==> config.mk <==
export PLATFORM = sky130hd
export DESIGN_NAME = spi_xact_status
export DESIGN_NICKNAME = d
export VERILOG_FILES = /design/src/rtl/spi_stat_pkg.sv /design/src/rtl/parity_acc.sv /design/src/rtl/byte_tally.sv /design/src/rtl/spi_xact_status.sv
export SDC_FILE = /design/constraint.sdc
export NUM_CORES = 1
export LEC_CHECK = 0
export BUFFER_PORTS_ARGS = -buffer_cell sky130_fd_sc_hd__buf_2
export CORE_ASPECT_RATIO = 0.8
export CORE_MARGIN = 2
export CORE_UTILIZATION = 30
export CTS_CLUSTER_DIAMETER = 80
export DETAILED_ROUTE_END_ITERATION = 6
export PLACE_DENSITY = 0.55
export SETUP_SLACK_MARGIN = 0.2
export SKIP_LAST_GASP = 1
export SYNTH_ARGS = -nofsm -noshare
export SYNTH_HDL_FRONTEND = slang
export SYNTH_SLANG_ARGS = --single-unit
==> constraint.sdc <==
create_clock -name clk_i -period 2.76 [get_ports clk_i]
set_input_delay 0.414 -clock clk_i [delete_from_list [all_inputs] [get_ports clk_i]]
set_output_delay 0.414 -clock clk_i [all_outputs]
set_load 0.05 [all_outputs]
==> src/rtl/spi_stat_pkg.sv <==
package spi_stat_pkg;
  localparam int unsigned BYTE_W = 8;

  typedef struct packed {
    logic       not_rdy;
    logic       rd_par;
    logic       wr_par;
    logic [2:0] count;
    logic       flash_mode;
    logic       flash_rdy;
  } status_t;
endpackage

==> src/rtl/parity_acc.sv <==
module parity_acc #(
  parameter int unsigned W = 8
) (
  input  logic         clk_i,
  input  logic         rst_ni,
  input  logic         clr_i,
  input  logic         en_i,
  input  logic [W-1:0] data_i,
  output logic         par_nxt_o
);
  logic par_q;

  assign par_nxt_o = par_q ^ (en_i & (^data_i));

  always_ff @(posedge clk_i or negedge rst_ni) begin
    if (!rst_ni)    par_q <= 1'b0;
    else if (clr_i) par_q <= 1'b0;
    else            par_q <= par_nxt_o;
  end

  // accumulator restarts from zero after each end pulse
  assert_par_clear_R9: assert property (@(posedge clk_i) disable iff (!rst_ni)
    clr_i |=> !par_q);
endmodule

==> src/rtl/byte_tally.sv <==
module byte_tally #(
  parameter int unsigned CNT_W     = 3,
  parameter int unsigned SHORT_MAX = 3
) (
  input  logic             clk_i,
  input  logic             rst_ni,
  input  logic             clr_i,
  input  logic             hdr_en_i,
  input  logic             pay_en_i,
  output logic [CNT_W-1:0] pay_nxt_o,
  output logic             short_nxt_o
);
  localparam int unsigned SAT = SHORT_MAX + 1;
  localparam int unsigned TW  = $clog2(SAT + 1);

  logic [CNT_W-1:0] pay_q;
  logic [TW-1:0]    tot_q, tot_nxt;
  logic             any_en;

  assign any_en    = hdr_en_i | pay_en_i;
  assign pay_nxt_o = pay_q + CNT_W'(pay_en_i);

  always_comb begin
    tot_nxt = tot_q;
    if (any_en && tot_q != TW'(SAT)) tot_nxt = tot_q + 1'b1;
  end

  assign short_nxt_o = (tot_nxt <= TW'(SHORT_MAX));

  always_ff @(posedge clk_i or negedge rst_ni) begin
    if (!rst_ni) begin
      pay_q <= '0;
      tot_q <= '0;
    end else if (clr_i) begin
      pay_q <= '0;
      tot_q <= '0;
    end else begin
      pay_q <= pay_nxt_o;
      tot_q <= tot_nxt;
    end
  end

  // total byte count saturates and never passes its limit
  assert_tot_sat_R6: assert property (@(posedge clk_i) disable iff (!rst_ni)
    tot_q <= TW'(SAT));
  // counters restart after each end pulse
  assert_cnt_clear_R9: assert property (@(posedge clk_i) disable iff (!rst_ni)
    clr_i |=> (pay_q == '0 && tot_q == '0));
endmodule

==> src/rtl/spi_xact_status.sv <==
module spi_xact_status
  import spi_stat_pkg::*;
#(
  parameter int unsigned CNT_W     = 3,
  parameter int unsigned SHORT_MAX = 3
) (
  input  logic              clk_i,
  input  logic              rst_ni,
  input  logic              cmd_stb_i,
  input  logic              addr_stb_i,
  input  logic              wr_stb_i,
  input  logic              rd_stb_i,
  input  logic [BYTE_W-1:0] byte_i,
  input  logic              end_i,
  input  logic              busy_i,
  input  logic              test_pin_i,
  input  logic              flash_mode_i,
  input  logic              flash_rdy_i,
  output logic [7:0]        status_o
);
  logic             rd_par_nxt, wr_par_nxt, short_nxt;
  logic [CNT_W-1:0] pay_nxt;
  logic             nr_q, nr_nxt, data_stb, hdr_stb;
  status_t          stat_q, stat_d;

  assign data_stb = wr_stb_i | rd_stb_i;
  assign hdr_stb  = cmd_stb_i | addr_stb_i;
  assign nr_nxt   = nr_q | (data_stb & busy_i);

  parity_acc #(.W(BYTE_W)) u_rd_par (
    .clk_i, .rst_ni, .clr_i(end_i), .en_i(rd_stb_i),
    .data_i(byte_i), .par_nxt_o(rd_par_nxt));

  parity_acc #(.W(BYTE_W)) u_wr_par (
    .clk_i, .rst_ni, .clr_i(end_i), .en_i(hdr_stb | wr_stb_i),
    .data_i(byte_i), .par_nxt_o(wr_par_nxt));

  byte_tally #(.CNT_W(CNT_W), .SHORT_MAX(SHORT_MAX)) u_tally (
    .clk_i, .rst_ni, .clr_i(end_i), .hdr_en_i(hdr_stb),
    .pay_en_i(data_stb), .pay_nxt_o(pay_nxt), .short_nxt_o(short_nxt));

  always_ff @(posedge clk_i or negedge rst_ni) begin
    if (!rst_ni)    nr_q <= 1'b0;
    else if (end_i) nr_q <= 1'b0;
    else            nr_q <= nr_nxt;
  end

  always_comb begin
    stat_d            = stat_q;
    stat_d.not_rdy    = nr_nxt;
    stat_d.rd_par     = rd_par_nxt;
    stat_d.wr_par     = wr_par_nxt;
    stat_d.count      = short_nxt ? 3'b111 : 3'(pay_nxt);
    stat_d.flash_mode = flash_mode_i & test_pin_i;
    stat_d.flash_rdy  = flash_rdy_i;
  end

  always_ff @(posedge clk_i or negedge rst_ni) begin
    if (!rst_ni)    stat_q <= '0;
    else if (end_i) stat_q <= stat_d;
  end

  assign status_o = stat_q;

  // the shared byte bus carries one kind of byte per cycle
  assert_one_stb_R10: assert property (@(posedge clk_i) disable iff (!rst_ni)
    $onehot0({cmd_stb_i, addr_stb_i, wr_stb_i, rd_stb_i}));
  assert_hold_R9: assert property (@(posedge clk_i) disable iff (!rst_ni)
    !end_i |=> $stable(status_o));
  assert_test_low_R7: assert property (@(posedge clk_i) disable iff (!rst_ni)
    (end_i && !test_pin_i) |=> !status_o[1]);
  assert_rdy_R8: assert property (@(posedge clk_i) disable iff (!rst_ni)
    end_i |=> status_o[0] == $past(flash_rdy_i));
  assert_busy_R2: assert property (@(posedge clk_i) disable iff (!rst_ni)
    (end_i && busy_i && (wr_stb_i || rd_stb_i)) |=> status_o[7]);
endmodule

==> results of run 1 <==
## power breakdown
group	internal, uW	switching [uW]	leakage (uW)
Combinational	71.8	143	0.000245
Sequential	288	17.7	0.000205
Clock	53.9	82.1	0.0000177
## metrics by stage
stage | instances | utilization | area [um2] | total power [uW]
after global routing | 139 | 0.398 | 988 | 706
after global placement | 135 | 0.387 | 961 | 526
after detailed placement | 135 | 0.387 | 961 | 529
final | 139 | 0.398 | 988 | 656
after floorplan | 75 | - | 793 | 472
after CTS | 139 | 0.398 | 988 | 669
## worst max-delay path, delay by kind of cell (launching register included)
kind,cells,cell delay [ps]
AOI/OAI and AO/OA,2,210
xor gates and xnor gates,1,260
adders and majority gates,1,190
buffers and inverters,1,70
DFF,1,370
and+or+nand+nor,2,220
## cell type report
cell class,instances,area [um2],share of cell area
multi-input combinational,49,334,0.338
timing repair buffer,26,130,0.132
sequential,17,425,0.430
clock buffer,3,22.5,0.0228
inverter,7,26.3,0.0266
tap,36,45.0,0.0456
clock inverter,1,5.00,0.00506
## path summary, 6_finish.rpt
kind / endpoint / slack (ps) / cells after the start
hold / removal: u_tally.tot_q[0] / 20 / 1
setup reg to reg: status_o[2] / 1310 / 7
setup / recovery: status_o[2] / 1310 / 7
max in group asynchronous: nr_q / 2470 / 1
min in group clk_i: status_o[0] / 350 / 2
hold reg to reg: nr_q / 510 / 2
## metal layers
metal	vias up	GRT usage	share of wire
li1	301	-	-
met1	257	0.141	0.48
met2	28	0.139	0.39
met3	2	0.0604	0.12
met4	0	0.0213	0.0074
met5	-	0	0
## cell usage after synthesis
cell type                  count  area, um2
sky130_fd_sc_hd__nand2_1       1       3.75
sky130_fd_sc_hd__o31ai_4       1       21.3
sky130_fd_sc_hd__inv_1         7       26.3
sky130_fd_sc_hd__xor2_1        1       8.76
sky130_fd_sc_hd__nor3_1        1       5.00
sky130_fd_sc_hd__clkbuf_1      2       7.51
sky130_fd_sc_hd__nand3_1       1       5.00
sky130_fd_sc_hd__o21ai_0       3       15.0
sky130_fd_sc_hd__a21oi_1       4       20.0
sky130_fd_sc_hd__dfrtp_1      17        425
sky130_fd_sc_hd__mux2i_1       1       10.0
sky130_fd_sc_hd__or3_1         2       12.5
sky130_fd_sc_hd__or2_2         1       6.26
sky130_fd_sc_hd__mux2_2        1       11.3
sky130_fd_sc_hd__nor2b_1       1       6.26
sky130_fd_sc_hd__a31oi_1       5       31.3
sky130_fd_sc_hd__xnor2_1       9       78.8
sky130_fd_sc_hd__ha_1          4       50.1
sky130_fd_sc_hd__nor2_1       13       48.8
## registers in the layout (all words and copies together) (netlist names)
register,flops
status_o,8
u_wr_par.par_q,1
u_rd_par.par_q,1
nr_q,1
u_tally.pay_q,3
u_tally.tot_q,3
## kinds of logic after synthesis
family	share of synthesized area
AND/OR/NAND/NOR	0.110
flip-flops	0.536
AO/OA/AOI/OAI	0.110
XOR/XNOR	0.110
buffers and inverters	0.0426
adder cells (fa/ha/maj)	0.0631
multiplexers	0.0268
==> flow_results.xml, run 1 <==
<?xml version="1.0" encoding="UTF-8"?>
<metrics>
  <group name="clocking">
    <metric name="htree_depth" unit="">1</metric>
    <metric name="cts.clk_slew.worst_paths" unit="ps">100</metric>
    <metric name="clock-sinks" unit="">17</metric>
    <metric name="worstSkewPairLatency" unit="ps">290</metric>
    <metric name="cts.repair.resized" unit="">0</metric>
    <metric name="ctsHoldBuffers" unit="">0</metric>
    <metric name="post_cts.repair.setup_buffers" unit="">0</metric>
    <metric name="cts_inserted_buffers" unit="">3</metric>
    <metric name="cts-root-buf" unit="">sky130_fd_sc_hd__clkbuf_4</metric>
    <metric name="clock_path_buffers" unit="">2</metric>
    <metric name="tritoncts" unit="">done</metric>
  </group>
  <group name="placement">
    <metric name="dp_hpwl" unit="mm">1.05</metric>
    <metric name="port_buffers" unit="">26</metric>
    <metric name="dp_worst_setup_slack" unit="ps">1060</metric>
    <metric name="place_congestion" unit="">0.690</metric>
  </group>
  <group name="die">
    <metric name="fp.dieH" unit="um">50.0</metric>
    <metric name="fp.dieArea" unit="um2">3070</metric>
    <metric name="die_x_extent" unit="um">61.5</metric>
    <metric name="initial_core_util" unit="">0.320</metric>
    <metric name="io_pins" unit="">27</metric>
    <metric name="core_area" unit="um2">2480</metric>
    <metric name="placementRows" unit="">16</metric>
  </group>
  <group name="pwr">
    <metric name="p_leak" unit="uW">0.000467</metric>
    <metric name="power.ir.vdd_worst" unit="V">0.000263</metric>
    <metric name="power.density_cell_area" unit="nW/um2">664</metric>
  </group>
  <group name="critical_path">
    <metric name="r2r_start" unit="">u_tally.tot_q[0]</metric>
    <metric name="critical_path_peak_fanout" unit="">4</metric>
    <metric name="setup.worst_path.end_class" unit="">flip-flop</metric>
    <metric name="critPathKind" unit="">reg -&gt; reg</metric>
    <metric name="critPathSlowestCell" unit="">sky130_fd_sc_hd__dfrtp_1</metric>
    <metric name="timing.critical_path.from" unit="">u_tally.tot_q[0]</metric>
    <metric name="worst-endpoint-arrival" unit="ps">1620</metric>
    <metric name="cpPeakStageDelay" unit="ps">370</metric>
    <metric name="cp-start-kind" unit="">flip-flop</metric>
    <metric name="worstPathRequired" unit="ps">2930</metric>
    <metric name="critical_path.cell_chain" unit="">inv_1, ha_1, nand2_1, o31ai_4, nor2_1, xor2_1, a31oi_1</metric>
  </group>
  <group name="timing">
    <metric name="finalCriticalPeriod" unit="ps">1450</metric>
    <metric name="rsz0062_at_grt" unit="">false</metric>
    <metric name="fin_hold_ws" unit="ps">18.6</metric>
    <metric name="worst_slew_pin_slew" unit="ps">388</metric>
    <metric name="hold_viol" unit="">0</metric>
    <metric name="slew_viol_final" unit="">0</metric>
    <metric name="setup_tns" unit="ps">0</metric>
    <metric name="final-setup-viol-count" unit="">0</metric>
    <metric name="finClkSkew" unit="ps">4.06</metric>
    <metric name="timing.fmax" unit="MHz">690</metric>
    <metric name="post_layout_worst_setup_margin" unit="ps">1310</metric>
    <metric name="timing.max_slew.rel_slack" unit="">0.742</metric>
    <metric name="min_period_over_period" unit="">0.525</metric>
  </group>
  <group name="detailed_routing">
    <metric name="initialDrtViolationCount" unit="">7</metric>
    <metric name="route.detailed.vias_per_inst" unit="">4.23</metric>
    <metric name="dr_total_vias" unit="">588</metric>
    <metric name="post_drt_wl_per_cell" unit="um">9.74</metric>
    <metric name="first_pass_iters" unit="">2</metric>
    <metric name="drc" unit="">0</metric>
    <metric name="route.antenna.remaining_nets" unit="">0</metric>
    <metric name="postRouteWirelength" unit="mm">1.35</metric>
  </group>
  <group name="global_routing">
    <metric name="pin_count_of_the_biggest_net_entering_global_routing" unit="">25</metric>
    <metric name="global_route.usage.total" unit="">0.102</metric>
    <metric name="grt.overflow.total" unit="">0</metric>
    <metric name="number_of_global_route_vias_before_repair" unit="">522</metric>
    <metric name="grt_pass1_wl" unit="mm">2.26</metric>
    <metric name="antenna_violations_before_repair" unit="">0</metric>
  </group>
  <group name="yosys">
    <metric name="post_synthesis_cell_area" unit="um2">793</metric>
    <metric name="synth_fp_nets" unit="">98</metric>
    <metric name="synthesis.yosys.warnings" unit="">0</metric>
    <metric name="syn_area_per_cell" unit="um2">10.6</metric>
    <metric name="yosysSeqAreaShare" unit="">0.536</metric>
    <metric name="synthCells" unit="">75</metric>
    <metric name="netlist-cell-type-count" unit="">19</metric>
    <metric name="postSynthRegisterBits" unit="">17</metric>
  </group>
  <group name="cells_and_area">
    <metric name="antenna_cells" unit="">0</metric>
    <metric name="design.final.nets" unit="">127</metric>
    <metric name="commonest_cells_after_routing_fill_and_taps_aside" unit="">26 x sky130_fd_sc_hd__buf_2, 17 x sky130_fd_sc_hd__dfrtp_1, 13 x sky130_fd_sc_hd__nor2_1</metric>
    <metric name="number_of_filler_instances_in_the_final_layout" unit="">276</metric>
    <metric name="layout.cells.most_common" unit="">sky130_fd_sc_hd__buf_2</metric>
    <metric name="areaGrowthSynthToFinish" unit="%">24.6</metric>
    <metric name="fraction_of_layout_cells_with_a_size_suffix_above_1" unit="">0.320</metric>
  </group>
  <group name="run_status">
    <metric name="run_status" unit="">complete, no violations</metric>
  </group>
  <group name="job">
    <metric name="timing.max_cap.violations" unit="">0</metric>
  </group>
  <group name="hold_path">
    <metric name="holdCritPathClass" unit="">in -&gt; async</metric>
  </group>
</metrics>
Note: power is estimated with default switching activity, not from simulation.
==> run 2: changes to the inputs <==
- PLACE_DENSITY: 0.55 -> 0.57
- clock period: 2.76 -> 1.3 ns (I/O delays scaled with it)
==> flow_results.xml, run 2 (same netlist as run 1, synthesis figures left out) <==
<?xml version="1.0" encoding="UTF-8"?>
<metrics>
  <group name="run_status">
    <metric name="run_status" unit="">complete, but fails checks</metric>
    <metric name="violations" unit="">negative setup slack</metric>
  </group>
  <group name="pwr">
    <metric name="power.clock.fraction" unit="">0.176</metric>
    <metric name="power.ir.vdd_worst" unit="V">0.000401</metric>
    <metric name="share_seq_of_total_power" unit="">0.407</metric>
    <metric name="power.density_cell_area" unit="nW/um2">1270</metric>
    <metric name="share_comb_of_total_power" unit="">0.418</metric>
    <metric name="total_power" unit="uW">1630</metric>
    <metric name="switching_power" unit="uW">589</metric>
    <metric name="cellInternalPower" unit="uW">1050</metric>
    <metric name="p_sw_frac" unit="">0.360</metric>
    <metric name="p_leak" unit="uW">0.000599</metric>
  </group>
  <group name="clocking">
    <metric name="cts_inserted_buffers" unit="">3</metric>
    <metric name="cts.clk_slew.worst_paths" unit="ps">100</metric>
    <metric name="htree_depth" unit="">1</metric>
    <metric name="worstSkewPairLatency" unit="ps">290</metric>
    <metric name="clock_path_buffers" unit="">2</metric>
    <metric name="clock-sinks" unit="">17</metric>
    <metric name="cts-root-buf" unit="">sky130_fd_sc_hd__clkbuf_4</metric>
    <metric name="tritoncts" unit="">done</metric>
  </group>
  <group name="cells_and_area">
    <metric name="final_core_utilization" unit="">0.520</metric>
    <metric name="antenna_cells" unit="">0</metric>
    <metric name="final-seq-area" unit="um2">425</metric>
    <metric name="layout.cells.most_common" unit="">sky130_fd_sc_hd__dfrtp_1</metric>
    <metric name="commonest_cells_after_routing_fill_and_taps_aside" unit="">17 x sky130_fd_sc_hd__dfrtp_1, 12 x sky130_fd_sc_hd__nor2_1, 12 x sky130_fd_sc_hd__buf_4</metric>
    <metric name="multi_input_area" unit="um2">474</metric>
    <metric name="largest_reg_flops" unit="">8</metric>
    <metric name="fraction_of_layout_cells_with_a_size_suffix_above_1" unit="">0.531</metric>
    <metric name="design.final.nets" unit="">137</metric>
    <metric name="number_of_filler_instances_in_the_final_layout" unit="">238</metric>
    <metric name="areaGrowthSynthToFinish" unit="%">62.8</metric>
  </group>
  <group name="placement">
    <metric name="port_buffers" unit="">26</metric>
    <metric name="place_congestion" unit="">0.699</metric>
    <metric name="dp_hpwl" unit="mm">1.16</metric>
  </group>
  <group name="critical_path">
    <metric name="cp-start-kind" unit="">flip-flop</metric>
    <metric name="critPathKind" unit="">reg -&gt; reg</metric>
    <metric name="setup.worst_path.end_class" unit="">flip-flop</metric>
    <metric name="ff2ff_path_depth" unit="">7</metric>
    <metric name="cp-endpoint" unit="">u_tally.tot_q[2]</metric>
    <metric name="worst-endpoint-arrival" unit="ps">1550</metric>
    <metric name="r2r_end" unit="">u_tally.tot_q[2]</metric>
    <metric name="reg2reg_setup_slack" unit="ps">-60</metric>
    <metric name="worstPathRequired" unit="ps">1490</metric>
    <metric name="r2r_start" unit="">u_tally.tot_q[1]</metric>
    <metric name="timing.critical_path.from" unit="">u_tally.tot_q[1]</metric>
    <metric name="critical_path_peak_fanout" unit="">4</metric>
  </group>
  <group name="detailed_routing">
    <metric name="route.antenna.remaining_nets" unit="">0</metric>
    <metric name="top_signal_layer_used" unit="">met4</metric>
    <metric name="first_pass_iters" unit="">3</metric>
    <metric name="met3WireLength" unit="um">73</metric>
    <metric name="dr_total_vias" unit="">669</metric>
    <metric name="drc" unit="">0</metric>
    <metric name="dr_wl_met2" unit="um">938</metric>
    <metric name="wl_met1" unit="um">612</metric>
    <metric name="initialDrtViolationCount" unit="">29</metric>
    <metric name="route.detailed.vias_per_inst" unit="">4.49</metric>
    <metric name="postRouteWirelength" unit="mm">1.65</metric>
    <metric name="post_drt_wl_per_cell" unit="um">11.1</metric>
  </group>
  <group name="timing">
    <metric name="min_period_over_period" unit="">1.04</metric>
    <metric name="finClkSkew" unit="ps">6.08</metric>
    <metric name="timing.fmax" unit="MHz">738</metric>
    <metric name="post_layout_worst_setup_margin" unit="ps">-55.7</metric>
    <metric name="slew_viol_final" unit="">0</metric>
    <metric name="final-setup-viol-count" unit="">5</metric>
    <metric name="rsz0062_at_grt" unit="">true</metric>
    <metric name="timing.max_slew.rel_slack" unit="">0.748</metric>
    <metric name="worst_slew_pin_slew" unit="ps">378</metric>
    <metric name="hold_viol" unit="">0</metric>
    <metric name="finalCriticalPeriod" unit="ps">1360</metric>
  </group>
  <group name="die">
    <metric name="core_area" unit="um2">2480</metric>
    <metric name="placementRows" unit="">16</metric>
    <metric name="fp.dieH" unit="um">50.0</metric>
    <metric name="fp.dieArea" unit="um2">3070</metric>
    <metric name="die_x_extent" unit="um">61.5</metric>
    <metric name="initial_core_util" unit="">0.320</metric>
    <metric name="io_pins" unit="">27</metric>
  </group>
  <group name="global_routing">
    <metric name="antenna_violations_before_repair" unit="">0</metric>
    <metric name="grt.overflow.total" unit="">0</metric>
    <metric name="global_route.usage.total" unit="">0.119</metric>
    <metric name="pin_count_of_the_biggest_net_entering_global_routing" unit="">18</metric>
    <metric name="number_of_global_route_vias_before_repair" unit="">687</metric>
    <metric name="grt_pass1_wl" unit="mm">2.77</metric>
  </group>
  <group name="hold_path">
    <metric name="holdCritPathClass" unit="">in -&gt; reg</metric>
  </group>
  <group name="job">
    <metric name="timing.max_cap.violations" unit="">0</metric>
  </group>
</metrics>
[run 2: changes by cell type in the layout (fill, tap and decap cells not counted), moves of 2 or more]
cell / previous run / this run
sky130_fd_sc_hd__xnor2_1: 9 / 0
sky130_fd_sc_hd__inv_2: 0 / 2
sky130_fd_sc_hd__buf_6: 0 / 11
sky130_fd_sc_hd__ha_4: 0 / 2
sky130_fd_sc_hd__ha_1: 4 / 1
sky130_fd_sc_hd__buf_4: 0 / 12
sky130_fd_sc_hd__buf_2: 26 / 11
sky130_fd_sc_hd__inv_1: 7 / 5
sky130_fd_sc_hd__xnor2_2: 0 / 8
[run 2: timing repair]
item / CTS / global route
setup buffers: 2 / 1
setup endpoints to repair: 15 / 15
endpoints found under the hold margin: 17 / 0
hold buffers: 1 / 0
resized for setup: 12 / 21
pin swaps: 8 / 14
[run 2: layer usage]
layer	vias to the layer above	global-route usage
met5	-	0
met4	0	0.0532
met1	326	0.134
met2	17	0.216
met3	3	0.0157
li1	323	-
[run 2: critical path, stage by stage (launching register included)]
cell,delay (ps)
sky130_fd_sc_hd__dfrtp_1,420
sky130_fd_sc_hd__buf_6,130
sky130_fd_sc_hd__ha_1,170
sky130_fd_sc_hd__inv_1,70
sky130_fd_sc_hd__nor2_2,40
sky130_fd_sc_hd__xor2_1,140
sky130_fd_sc_hd__buf_4,150
sky130_fd_sc_hd__nor2b_2,150
[run 2: layout make-up]
| type | count | area share |
|---|---|---|
| Multi-Input combinational cell | 49 | 0.367 |
| Sequential cell | 17 | 0.329 |
| Timing Repair Buffer | 36 | 0.228 |
| Tap cell | 36 | 0.0349 |
| Clock buffer | 4 | 0.0203 |
| Inverter | 7 | 0.0203 |
[run 2: power groups by stage]
stage | clock network, uW | registers, uW | logic, uW
finish | 287 | 665 | 683
floorplan | 0 | 812 | 223
detailed placement | 0 | 663 | 543
CTS | 304 | 657 | 603
global route | 316 | 674 | 739
global placement | 0 | 661 | 533
[run 2: worst min-delay path by stage]
stage / from / to / depth (start not counted)
floorplan: rst_ni / nr_q / 0
global placement: rst_ni / u_tally.tot_q[0] / 1
detailed placement: rst_ni / u_tally.tot_q[0] / 1
CTS: test_pin_i / status_o[1] / 3
global route: flash_rdy_i / status_o[0] / 2
finish: test_pin_i / status_o[1] / 3
[run 2: per-stage QoR]
stage	instance area, um2	setup TNS (ps)	hold slack [ps]	cells	setup WS (ps)
after global routing	1290	-755	150	149	-156
after global placement	1080	-640	136	141	-105
after CTS	1170	-102	127	148	-30.4
final	1290	-168	133	149	-55.7
after floorplan	865	0	-101	75	18.0
after detailed placement	1080	-880	137	141	-157
